===== src/rtl/tmr_pkg.sv =====
// Shared constants and types for the tick countdown timer.
// Assumes a 32-bit register bus and a counter of at most 29 bits.
package tmr_pkg;
    localparam int DATA_W   = 32;
    localparam int CNT_W    = 29;
    localparam int RUN_POS  = 31;
    localparam int REP_POS  = 30;
    localparam int PEND_POS = 30;

    typedef struct packed {
        logic             run;
        logic             rep;
        logic [CNT_W-1:0] reload;
    } tmr_ctrl_t;
endpackage


===== src/rtl/tmr_ctrl_reg.sv =====
// Control register: holds the run flag, the repeat flag and the reload count.
// Assumes the decoded write word arrives already split into fields.
// A single-shot expiry clears the run flag unless a write lands in the same cycle.
module tmr_ctrl_reg
    import tmr_pkg::*;
(
    input  logic      clk,
    input  logic      rst_n,
    input  logic      wr_ctrl,
    input  tmr_ctrl_t new_ctrl,
    input  logic      expire,
    output tmr_ctrl_t ctrl
);

    // Capture software writes, and self-stop after a single-shot expiry.
    always_ff @(posedge clk) begin
        if (!rst_n) begin
            ctrl <= '0;
        end else if (wr_ctrl) begin
            ctrl <= new_ctrl;
        end else if (expire && !ctrl.rep) begin
            ctrl.run <= 1'b0;
        end
    end


    ctrl_capture_chk: assert property (@(posedge clk) disable iff (!rst_n)
        wr_ctrl |=> ctrl == $past(new_ctrl));


    oneshot_stop_chk: assert property (@(posedge clk) disable iff (!rst_n)
        (expire && !ctrl.rep) |=> !ctrl.run);


    repeat_keep_chk: assert property (@(posedge clk) disable iff (!rst_n)
        (expire && ctrl.rep) |=> ctrl.run);

endmodule


===== src/rtl/tmr_down_counter.sv =====
// Countdown core: loads on a start write and decrements on each tick while running.
// When the count is zero, the next tick is an expiry; repeat mode reloads on that tick.
// Assumes `hold` marks a control write cycle, during which the tick is discarded.
module tmr_down_counter
    import tmr_pkg::*;
(
    input  logic             clk,
    input  logic             rst_n,
    input  logic             tick,
    input  logic             run,
    input  logic             rep,
    input  logic             hold,
    input  logic             load_now,
    input  logic [CNT_W-1:0] load_val,
    input  logic [CNT_W-1:0] reload_val,
    output logic [CNT_W-1:0] count,
    output logic             expire
);

    logic step;

    // A tick counts only while running and outside a control write cycle.
    always_comb begin
        step   = tick && run && !hold;
        expire = step && (count == '0);
    end

    // Load, decrement or reload the count.
    always_ff @(posedge clk) begin
        if (!rst_n) begin
            count <= '0;
        end else if (load_now) begin
            count <= load_val;
        end else if (step) begin
            if (count == '0) begin
                if (rep) begin
                    count <= reload_val;
                end
            end else begin
                count <= count - 1'b1;
            end
        end
    end


    cnt_dec_chk: assert property (@(posedge clk) disable iff (!rst_n)
        (tick && run && !hold && count != '0) |=> count == $past(count) - 1'b1);


    rep_reload_chk: assert property (@(posedge clk) disable iff (!rst_n)
        (expire && rep) |=> count == $past(reload_val));


    cnt_idle_chk: assert property (@(posedge clk) disable iff (!rst_n)
        (!load_now && (!tick || !run || hold)) |=> $stable(count));


    cnt_load_chk: assert property (@(posedge clk) disable iff (!rst_n)
        load_now |=> count == $past(load_val));

endmodule


===== src/rtl/tmr_pend_flag.sv =====
// Pending-event flag: set by an expiry, cleared by software.
// A set in the same cycle as a clear wins, so no event is lost.
module tmr_pend_flag (
    input  logic clk,
    input  logic rst_n,
    input  logic set,
    input  logic clr,
    output logic pending
);

    // Hold the pending flag; a set takes priority over a clear.
    always_ff @(posedge clk) begin
        if (!rst_n) begin
            pending <= 1'b0;
        end else if (set) begin
            pending <= 1'b1;
        end else if (clr) begin
            pending <= 1'b0;
        end
    end


    pend_set_chk: assert property (@(posedge clk) disable iff (!rst_n)
        set |=> pending);


    pend_clr_chk: assert property (@(posedge clk) disable iff (!rst_n)
        (clr && !set) |=> !pending);


    pend_hold_chk: assert property (@(posedge clk) disable iff (!rst_n)
        (!set && !clr) |=> $stable(pending));

endmodule


===== src/rtl/tmr_read_mux.sv =====
// Read-data selector: forms the control and status words and picks one by offset.
// Assumes a combinational read path; unmapped offsets read zero.
module tmr_read_mux
    import tmr_pkg::*;
#(
    parameter int                ADDR_W   = 4,
    parameter logic [ADDR_W-1:0] CTRL_OFS = 'h0,
    parameter logic [ADDR_W-1:0] STAT_OFS = 'h4
) (
    input  logic [ADDR_W-1:0] addr,
    input  tmr_ctrl_t         ctrl,
    input  logic [CNT_W-1:0]  count,
    input  logic              pending,
    output logic [DATA_W-1:0] rdata
);

    logic [DATA_W-1:0] ctrl_word;
    logic [DATA_W-1:0] stat_word;

    // Lay out both words with their fields at fixed positions.
    always_comb begin
        ctrl_word              = '0;
        ctrl_word[CNT_W-1:0]   = ctrl.reload;
        ctrl_word[RUN_POS]     = ctrl.run;
        ctrl_word[REP_POS]     = ctrl.rep;
        stat_word              = '0;
        stat_word[CNT_W-1:0]   = count;
        stat_word[PEND_POS]    = pending;
    end

    // Select by byte offset.
    always_comb begin
        if (addr == CTRL_OFS) begin
            rdata = ctrl_word;
        end else if (addr == STAT_OFS) begin
            rdata = stat_word;
        end else begin
            rdata = '0;
        end
    end

endmodule


===== src/rtl/tick_countdown_timer.sv =====
// Top level of one tick-driven countdown timer channel.
// Decodes register writes, wires up the control register, the counter, the
// pending flag and the read selector, and drives the level interrupt.
// Assumes `tick` is a single-cycle enable that comes from a prescaler outside this block.
module tick_countdown_timer
    import tmr_pkg::*;
#(
    parameter int                ADDR_W   = 4,
    parameter logic [ADDR_W-1:0] CTRL_OFS = 'h0,
    parameter logic [ADDR_W-1:0] STAT_OFS = 'h4
) (
    input  logic              clk,
    input  logic              rst_n,
    input  logic              tick,
    input  logic              wr_en,
    input  logic [ADDR_W-1:0] addr,
    input  logic [DATA_W-1:0] wdata,
    output logic [DATA_W-1:0] rdata,
    output logic              irq
);

    logic             wr_ctrl;
    logic             wr_stat;
    logic             load_now;
    logic             clr_pend;
    logic             expire;
    logic             pending;
    logic [CNT_W-1:0] count;
    tmr_ctrl_t        new_ctrl;
    tmr_ctrl_t        ctrl;
    logic             unused_rsvd;

    // Decode writes and split the control word into its fields.
    always_comb begin
        wr_ctrl         = wr_en && (addr == CTRL_OFS);
        wr_stat         = wr_en && (addr == STAT_OFS);
        new_ctrl.run    = wdata[RUN_POS];
        new_ctrl.rep    = wdata[REP_POS];
        new_ctrl.reload = wdata[CNT_W-1:0];
        load_now        = wr_ctrl && wdata[RUN_POS];
        clr_pend        = wr_stat && wdata[PEND_POS];
    end

    assign unused_rsvd = ^wdata[RUN_POS-2:CNT_W];

    tmr_ctrl_reg u_ctrl (
        .clk      (clk),
        .rst_n    (rst_n),
        .wr_ctrl  (wr_ctrl),
        .new_ctrl (new_ctrl),
        .expire   (expire),
        .ctrl     (ctrl)
    );

    tmr_down_counter u_cnt (
        .clk        (clk),
        .rst_n      (rst_n),
        .tick       (tick),
        .run        (ctrl.run),
        .rep        (ctrl.rep),
        .hold       (wr_ctrl),
        .load_now   (load_now),
        .load_val   (new_ctrl.reload),
        .reload_val (ctrl.reload),
        .count      (count),
        .expire     (expire)
    );

    tmr_pend_flag u_pend (
        .clk     (clk),
        .rst_n   (rst_n),
        .set     (expire),
        .clr     (clr_pend),
        .pending (pending)
    );

    tmr_read_mux #(
        .ADDR_W   (ADDR_W),
        .CTRL_OFS (CTRL_OFS),
        .STAT_OFS (STAT_OFS)
    ) u_rd (
        .addr    (addr),
        .ctrl    (ctrl),
        .count   (count),
        .pending (pending),
        .rdata   (rdata)
    );

    assign irq = pending;


    write_beats_tick_chk: assert property (@(posedge clk) disable iff (!rst_n)
        (wr_ctrl && tick && !wdata[RUN_POS]) |=> $stable(count));


    expire_irq_chk: assert property (@(posedge clk) disable iff (!rst_n)
        (tick && ctrl.run && !wr_ctrl && count == '0) |=> irq);

endmodule


===== config.mk =====
export PLATFORM = sky130hd
export DESIGN_NAME = tick_countdown_timer
export DESIGN_NICKNAME = d
export VERILOG_FILES = /design/src/rtl/tmr_pkg.sv /design/src/rtl/tmr_ctrl_reg.sv /design/src/rtl/tmr_down_counter.sv /design/src/rtl/tmr_pend_flag.sv /design/src/rtl/tmr_read_mux.sv /design/src/rtl/tick_countdown_timer.sv
export SDC_FILE = /design/constraint.sdc
export NUM_CORES = 1
export LEC_CHECK = 0
export CELL_PAD_IN_SITES_DETAIL_PLACEMENT = 0
export CELL_PAD_IN_SITES_GLOBAL_PLACEMENT = 2
export CORE_ASPECT_RATIO = 1.4
export CORE_MARGIN = 4
export CORE_UTILIZATION = 38
export CTS_BUF_LIST = sky130_fd_sc_hd__clkbuf_8
export DETAILED_ROUTE_END_ITERATION = 8
export DONT_BUFFER_PORTS = 1
export GPL_TIMING_DRIVEN = 0
export PLACE_DENSITY_LB_ADDON = 0.1
export SLEW_MARGIN = 20
export SYNTH_ARGS = -nofsm -noshare
export SYNTH_HDL_FRONTEND = slang
export SYNTH_SLANG_ARGS = --single-unit
export TNS_END_PERCENT = 10

===== constraint.sdc =====
create_clock -name clk -period 2.6 [get_ports clk]
set_input_delay 0.52 -clock clk [delete_from_list [all_inputs] [get_ports clk]]
set_output_delay 0.52 -clock clk [all_outputs]
set_load 0.005 [all_outputs]

# After elaboration in Yosys (flattened, before gate mapping)
# Cells that the tools add are included.
[totals] input_bits=40 ff_bits=61 output_inout_bits=33 elab_cells=34
[classes] add_sub_neg=1 n_reduce_logical=16 eq_ne=2 muxes=10
[ops] cell="2-to-1 mux 29 bit" n=4
[ops] cell="2-to-1 mux 32 bit" n=1
[ops] cell="2-to-1 mux 31 bit" n=1
[ops] cell="zero test 29 bit" n=1
[ops] cell="subtractor 29 x 1 -> 29 bit, second input constant" n=1
[ops] cell="logical AND 1 bit" n=8
[ops] cell="nonzero test 2 bit" n=3
[ops] cell="equality test 4 x 3 -> 1 bit, second input constant" n=1
[ops] cell="zero test 4 bit" n=1
[ops] cell="2-to-1 mux 1 bit" n=4
[ops] cell="inequality test 3 bit, second input constant" n=1
[ops] cell="zero test 1 bit" n=2
[ops] cell="AND reduction 2 bit" n=1

# Depth between registers and ports, before layout
[logic_depth] ltp_word=8 depth_mapped=10 depth_no_buf=8

# Modules after synthesis
# From an unflattened synthesis, not the netlist that was laid out.
[hier_totals] hier_cells=465 area_unflattened_um2=3896.2
[modules_own_cells] mod="tmr_down_counter" n_inst=1 area_per_inst_um2=2098.3 seq_area_each_um2=580.6 cells_per_inst=283
[modules_own_cells] mod="tmr_ctrl_reg" n_inst=1 area_per_inst_um2=1206.2 seq_area_each_um2=620.6 cells_per_inst=102
[modules_own_cells] mod="tmr_read_mux" n_inst=1 area_per_inst_um2=513.0 seq_area_each_um2=0.0 cells_per_inst=72
[modules_own_cells] mod="tmr_pend_flag" n_inst=1 area_per_inst_um2=41.3 seq_area_each_um2=20.0 cells_per_inst=3
[modules_own_cells] mod="tick_countdown_timer" n_inst=1 area_per_inst_um2=37.5 seq_area_each_um2=0.0 cells_per_inst=5

# Worst setup path after synthesis
# OpenSTA, ideal clock, no wires.
[synth_path] path_kind="input -> register" startpoint="input addr[1]" endpoint="register u_cnt.count[0]" slack_ns=0.417 stages=8 arrival_ns=2.050 setup_ns=0.133 required_ns=2.467 path_buffers=2 cell_sequence="nor4_2 -> nand2_1 -> nand3_1 -> clkbuf_1 -> buf_4 -> nor3_1 -> o21ai_1 -> o211ai_1"
[synth_between] elab_chain_cells=6 word_cells_on_any_way=9 cone_classes="eq/ne (1); mux (1); reduce/logical (7)"
[synth_rtl] element="start, declared" line_no="tick_countdown_timer.sv:16" source="input logic [ADDR_W-1:0] addr,"
[synth_rtl] element="zero test 4 bit (*)" line_no="tick_countdown_timer.sv:35" source="wr_ctrl = wr_en && (addr == CTRL_OFS);"
[synth_rtl] element="logical AND 1 bit (*)" line_no="tick_countdown_timer.sv:35"
[synth_rtl] element="zero test 1 bit" line_no="tmr_down_counter.sv:24" source="step = tick && run && !hold;"
[synth_rtl] element="logical AND 1 bit" line_no="tmr_down_counter.sv:24"
[synth_rtl] element="nonzero test 2 bit (no line)"
[synth_rtl] element="AND reduction 2 bit (no line)"
[synth_rtl] element="end signal, assigned" line_no="tmr_down_counter.sv:33" source="count <= load_val;"
[synth_rtl] element="end signal, assigned" line_no="tmr_down_counter.sv:37" source="count <= reload_val;"
[synth_rtl] element="end signal, assigned" line_no="tmr_down_counter.sv:40" source="count <= count - 1'b1;"
[synth_rtl] element="end, declared" line_no="tmr_down_counter.sv:16" source="output logic [CNT_W-1:0] count,"
# Mark *: on every way between the ends. The rest lies on a longest branch, timed or not.
# A chain may end at the register's enable or synchronous reset.

# Final worst setup path
[layout_path] startpoint="register u_cnt.count[0]" endpoint="register u_cnt.count[25]"
[layout_between] elab_chain_cells=4 word_cells_on_any_way=7 cone_classes="add/sub (1); eq/ne (1); mux (3); reduce/logical (2)"
[layout_rtl] element="subtractor 29 x 1 -> 29 bit or zero test 29 bit (tied branches)" line_no="tmr_down_counter.sv:40, tmr_down_counter.sv:35"
[layout_rtl] element="2-to-1 mux 29 bit" line_no="tmr_down_counter.sv:35" source="if (count == '0) begin"
[layout_rtl] element="2-to-1 mux 29 bit" line_no="tmr_down_counter.sv:34" source="end else if (step) begin"
[layout_rtl] element="2-to-1 mux 29 bit" line_no="tmr_down_counter.sv:32" source="end else if (load_now) begin"
# Parallel ways exist; a longest one is shown, timed or not. The select of a mux whose other input is x is not followed.

==> flow_summary.ini <==
[status]
run_status = complete, no violations

[worst_setup_path]
endpoint_kind = flip-flop
rrSetupSlack_ps = 130
crit_start = u_cnt.count[0]
crit_required_ps = 2840
cp.arrival_ps = 2710
crit_fanout = 7
worstReg2RegEnd = u_cnt.count[25]
crit_end = u_cnt.count[25]
cp-start-kind = flip-flop
critPathKind = reg -> reg
reg2regPathDepth = 6
r2r_start = u_cnt.count[0]

[sta]
clock_skew_ps = 6.55
hold_viol_final = 0
finalSetupViolations = 0
final_max_slew_viol_count = 0
max_slew_margin_pct = 51.5
fin_crit_ps = 2470
hold_slack_ps = 309
tightestPinTransition_ps = 722
fmax_mhz = 404
fin_crit_sh_pct = 95.1
rsz0062_at_grt = false

[clock_tree]
cts_tree = built
cts.sinks = 61
clkLatencyLatePin_ps = 350
htreeDepth = 3
path_clk_slew_ps = 70
cts_buffer_depth = 2
cts-root-buf = clkbuf_8
numCtsBuffers = 9

[synth]
post-synth-top-count-cell = nand2_1
syn-num-nets = 519
yosys.area.top_type = dfxtp_1
yosys.cell_types.count = 64
synth-edff-count = 0
synthTopCellsByCount = nand2_1, dfxtp_1, a21boi_0, a22o_1
synthCells = 478
synth_area_leaders = dfxtp_1, nand2_1, a22o_1
yosysWarnings = 0
synthDominantCellAreaShare_pct = 32.8
syn_area_per_cell_um2 = 7.80
synth-seq-cells = 61
ys.flop_type = dfxtp_1
seq_area_frac_synth_pct = 32.8
synth_async_sr_flop_share_pct = 0
syn_area_mm2 = 0.00373

[flow_run]
cap_violations = 0

[floorplan]
core-area_mm2 = 0.00951
start_util_pct = 39.2
die_area_mm2 = 0.0115
fp.dieH_um = 125
io_pins = 73
dieWidth_um = 91.7
rows = 42

[route]
drt_wl_total_mm = 14.3
dr.pass1.iters = 5
avgViaCountPerCell = 5.96
ant_nets = 0
first_iter_violations = 216
wl_per_cell_um = 22.6
drc = 0
num_vias = 3760

[cells_and_area]
diodes = 0
area_growth_pct = 11.1
drive_above_1_share_pct = 10.8
layout.cells.non_filler = 631
nNetsFinal = 536

[global_route]
use_met1_pct = 31.9
grt_pass1_vias = 3734
grt.busiest_layer = met2
gr-total-overflow = 0
grt_usage_pct = 25.1
use_met2_pct = 41.2
grt_pass1_wl_mm = 21.9
grt_max_degree = 11
grt_use_met3_pct = 4.69
antenna_found_initial = 0

[placed_design]
dp_hpwl_mm = 10.1
port_buffers = 0
dpl.cell_count = 610
gp_congestion = 0.882

[min_path]
hold_path.class = in -> reg

[power_and_ir_drop]
p_leak_nw = 1.47
power-per-cell-area_mw_per_mm2 = 513
peakVddDrop_mv = 0.249
[layer usage]
metal  share of wire, %  vias to the layer above  wire, um
met1                 41                     1825      5880
met2                 49                      126      7000
li1                   -                     1776         -
met4                3.4                        0       492
met3                6.3                       33       900
met5                  0                        -         0
[stage by stage]
| step | setup slack [ps] | util (%) | setup TNS [ps] | total power, mW | instance area [um^2] |
|---|---|---|---|---|---|
| 3_3_place_gp | -487 | 40.9 | -9290 | 1.37 | 3890 |
| 6_report | 128 | 43.6 | 0 | 2.12 | 4140 |
| 5_1_grt | 6.33 | 43.6 | 0 | 2.22 | 4140 |
| 3_5_place_dp | -499 | 40.9 | -10460 | 1.37 | 3890 |
| 2_1_floorplan | 417 | - | 0 | 1.26 | 3730 |
| 4_1_cts | 30.5 | 43.1 | 0 | 2.13 | 4100 |
[cell usage in the layout, fill, tap and decap left out, drive strengths merged, types with 3 or more instances in the layout]
master,count
a211oi,7
a21boi,31
a21oi,23
a22o,30
a31oi,7
and2,6
and3,6
buf,17
clkbuf,37
dfxtp,61
inv,7
mux2i,4
nand2,87
nand2b,3
nand3,19
nand4,4
nor2,27
nor3,24
nor4,13
nor4b,3
o21ai,25
o221ai,5
o31ai,3
or2,3
or3,5
or4,3
xnor2,5
xor2,7
[worst min path at each step]
stage,from,to,slack (ps),cells after the start
2_1_floorplan,u_ctrl.ctrl[10],u_ctrl.ctrl[10],450,2
3_3_place_gp,u_ctrl.ctrl[14],u_ctrl.ctrl[14],470,2
3_5_place_dp,u_ctrl.ctrl[13],u_ctrl.ctrl[13],470,2
4_1_cts,wdata[10],u_ctrl.ctrl[10],300,2
5_1_grt,wdata[0],u_ctrl.ctrl[0],300,2
6_report,wdata[16],u_ctrl.ctrl[16],310,2
[layout make-up]
class	instances	area, um^2
Buffer	38	185
Clock buffer	10	138
Clock inverter	5	21.3
Fill cell	1018	5370
Inverter	4	15.0
Multi-Input combinational cell	375	2340
Sequential cell	61	1220
Tap cell	132	165
Timing Repair Buffer	6	57.6
[critical path: stages, from the launching register on]
cell and delay (ps):
dfxtp_1 370, nor3_1 630, nand3_1 510, nor4_1 450
xnor2_1 160, o22ai_1 100, o21bai_1 160
[report_power, final]
group / switching [mW] / leakage, nW / total (mW) / internal [mW]
clock: 0.383 / 0.0957 / 0.736 / 0.353
sequential: 0.0154 / 0.492 / 0.962 / 0.947
combinational: 0.270 / 0.886 / 0.427 / 0.157
total: 0.668 / 1.47 / 2.12 / 1.46
[timing repair]
action | 4_1_cts | 5_1_grt
gates resized for setup | 5 | 3
setup buffers | 3 | 3
pin swaps | 2 | 2
hold buffers | 0 | 0
endpoints found under the hold margin | 0 | 0
endpoints found under the setup margin | 48 | 19
[sequential cells by signal, indices dropped and copies added, names as in the netlist]
signal and cells:
u_cnt.count 29, u_ctrl.ctrl 31, u_pend.pending 1
[cell families (layout without fill, tap and decap cells)]
group	Yosys count	in the layout	share of synthesized area, %
and+or+nand+nor	208	208	29.1
AOI/OAI and AO/OA	149	149	28.5
DFF	61	61	32.8
buffers and inverters	42	63	5.30
xor gates and xnor gates	12	12	2.82
muxes	4	4	1.07
adders and majority gates	1	1	0.336
other	1	1	0.101
Note: power is estimated with default switching activity, not from simulation.
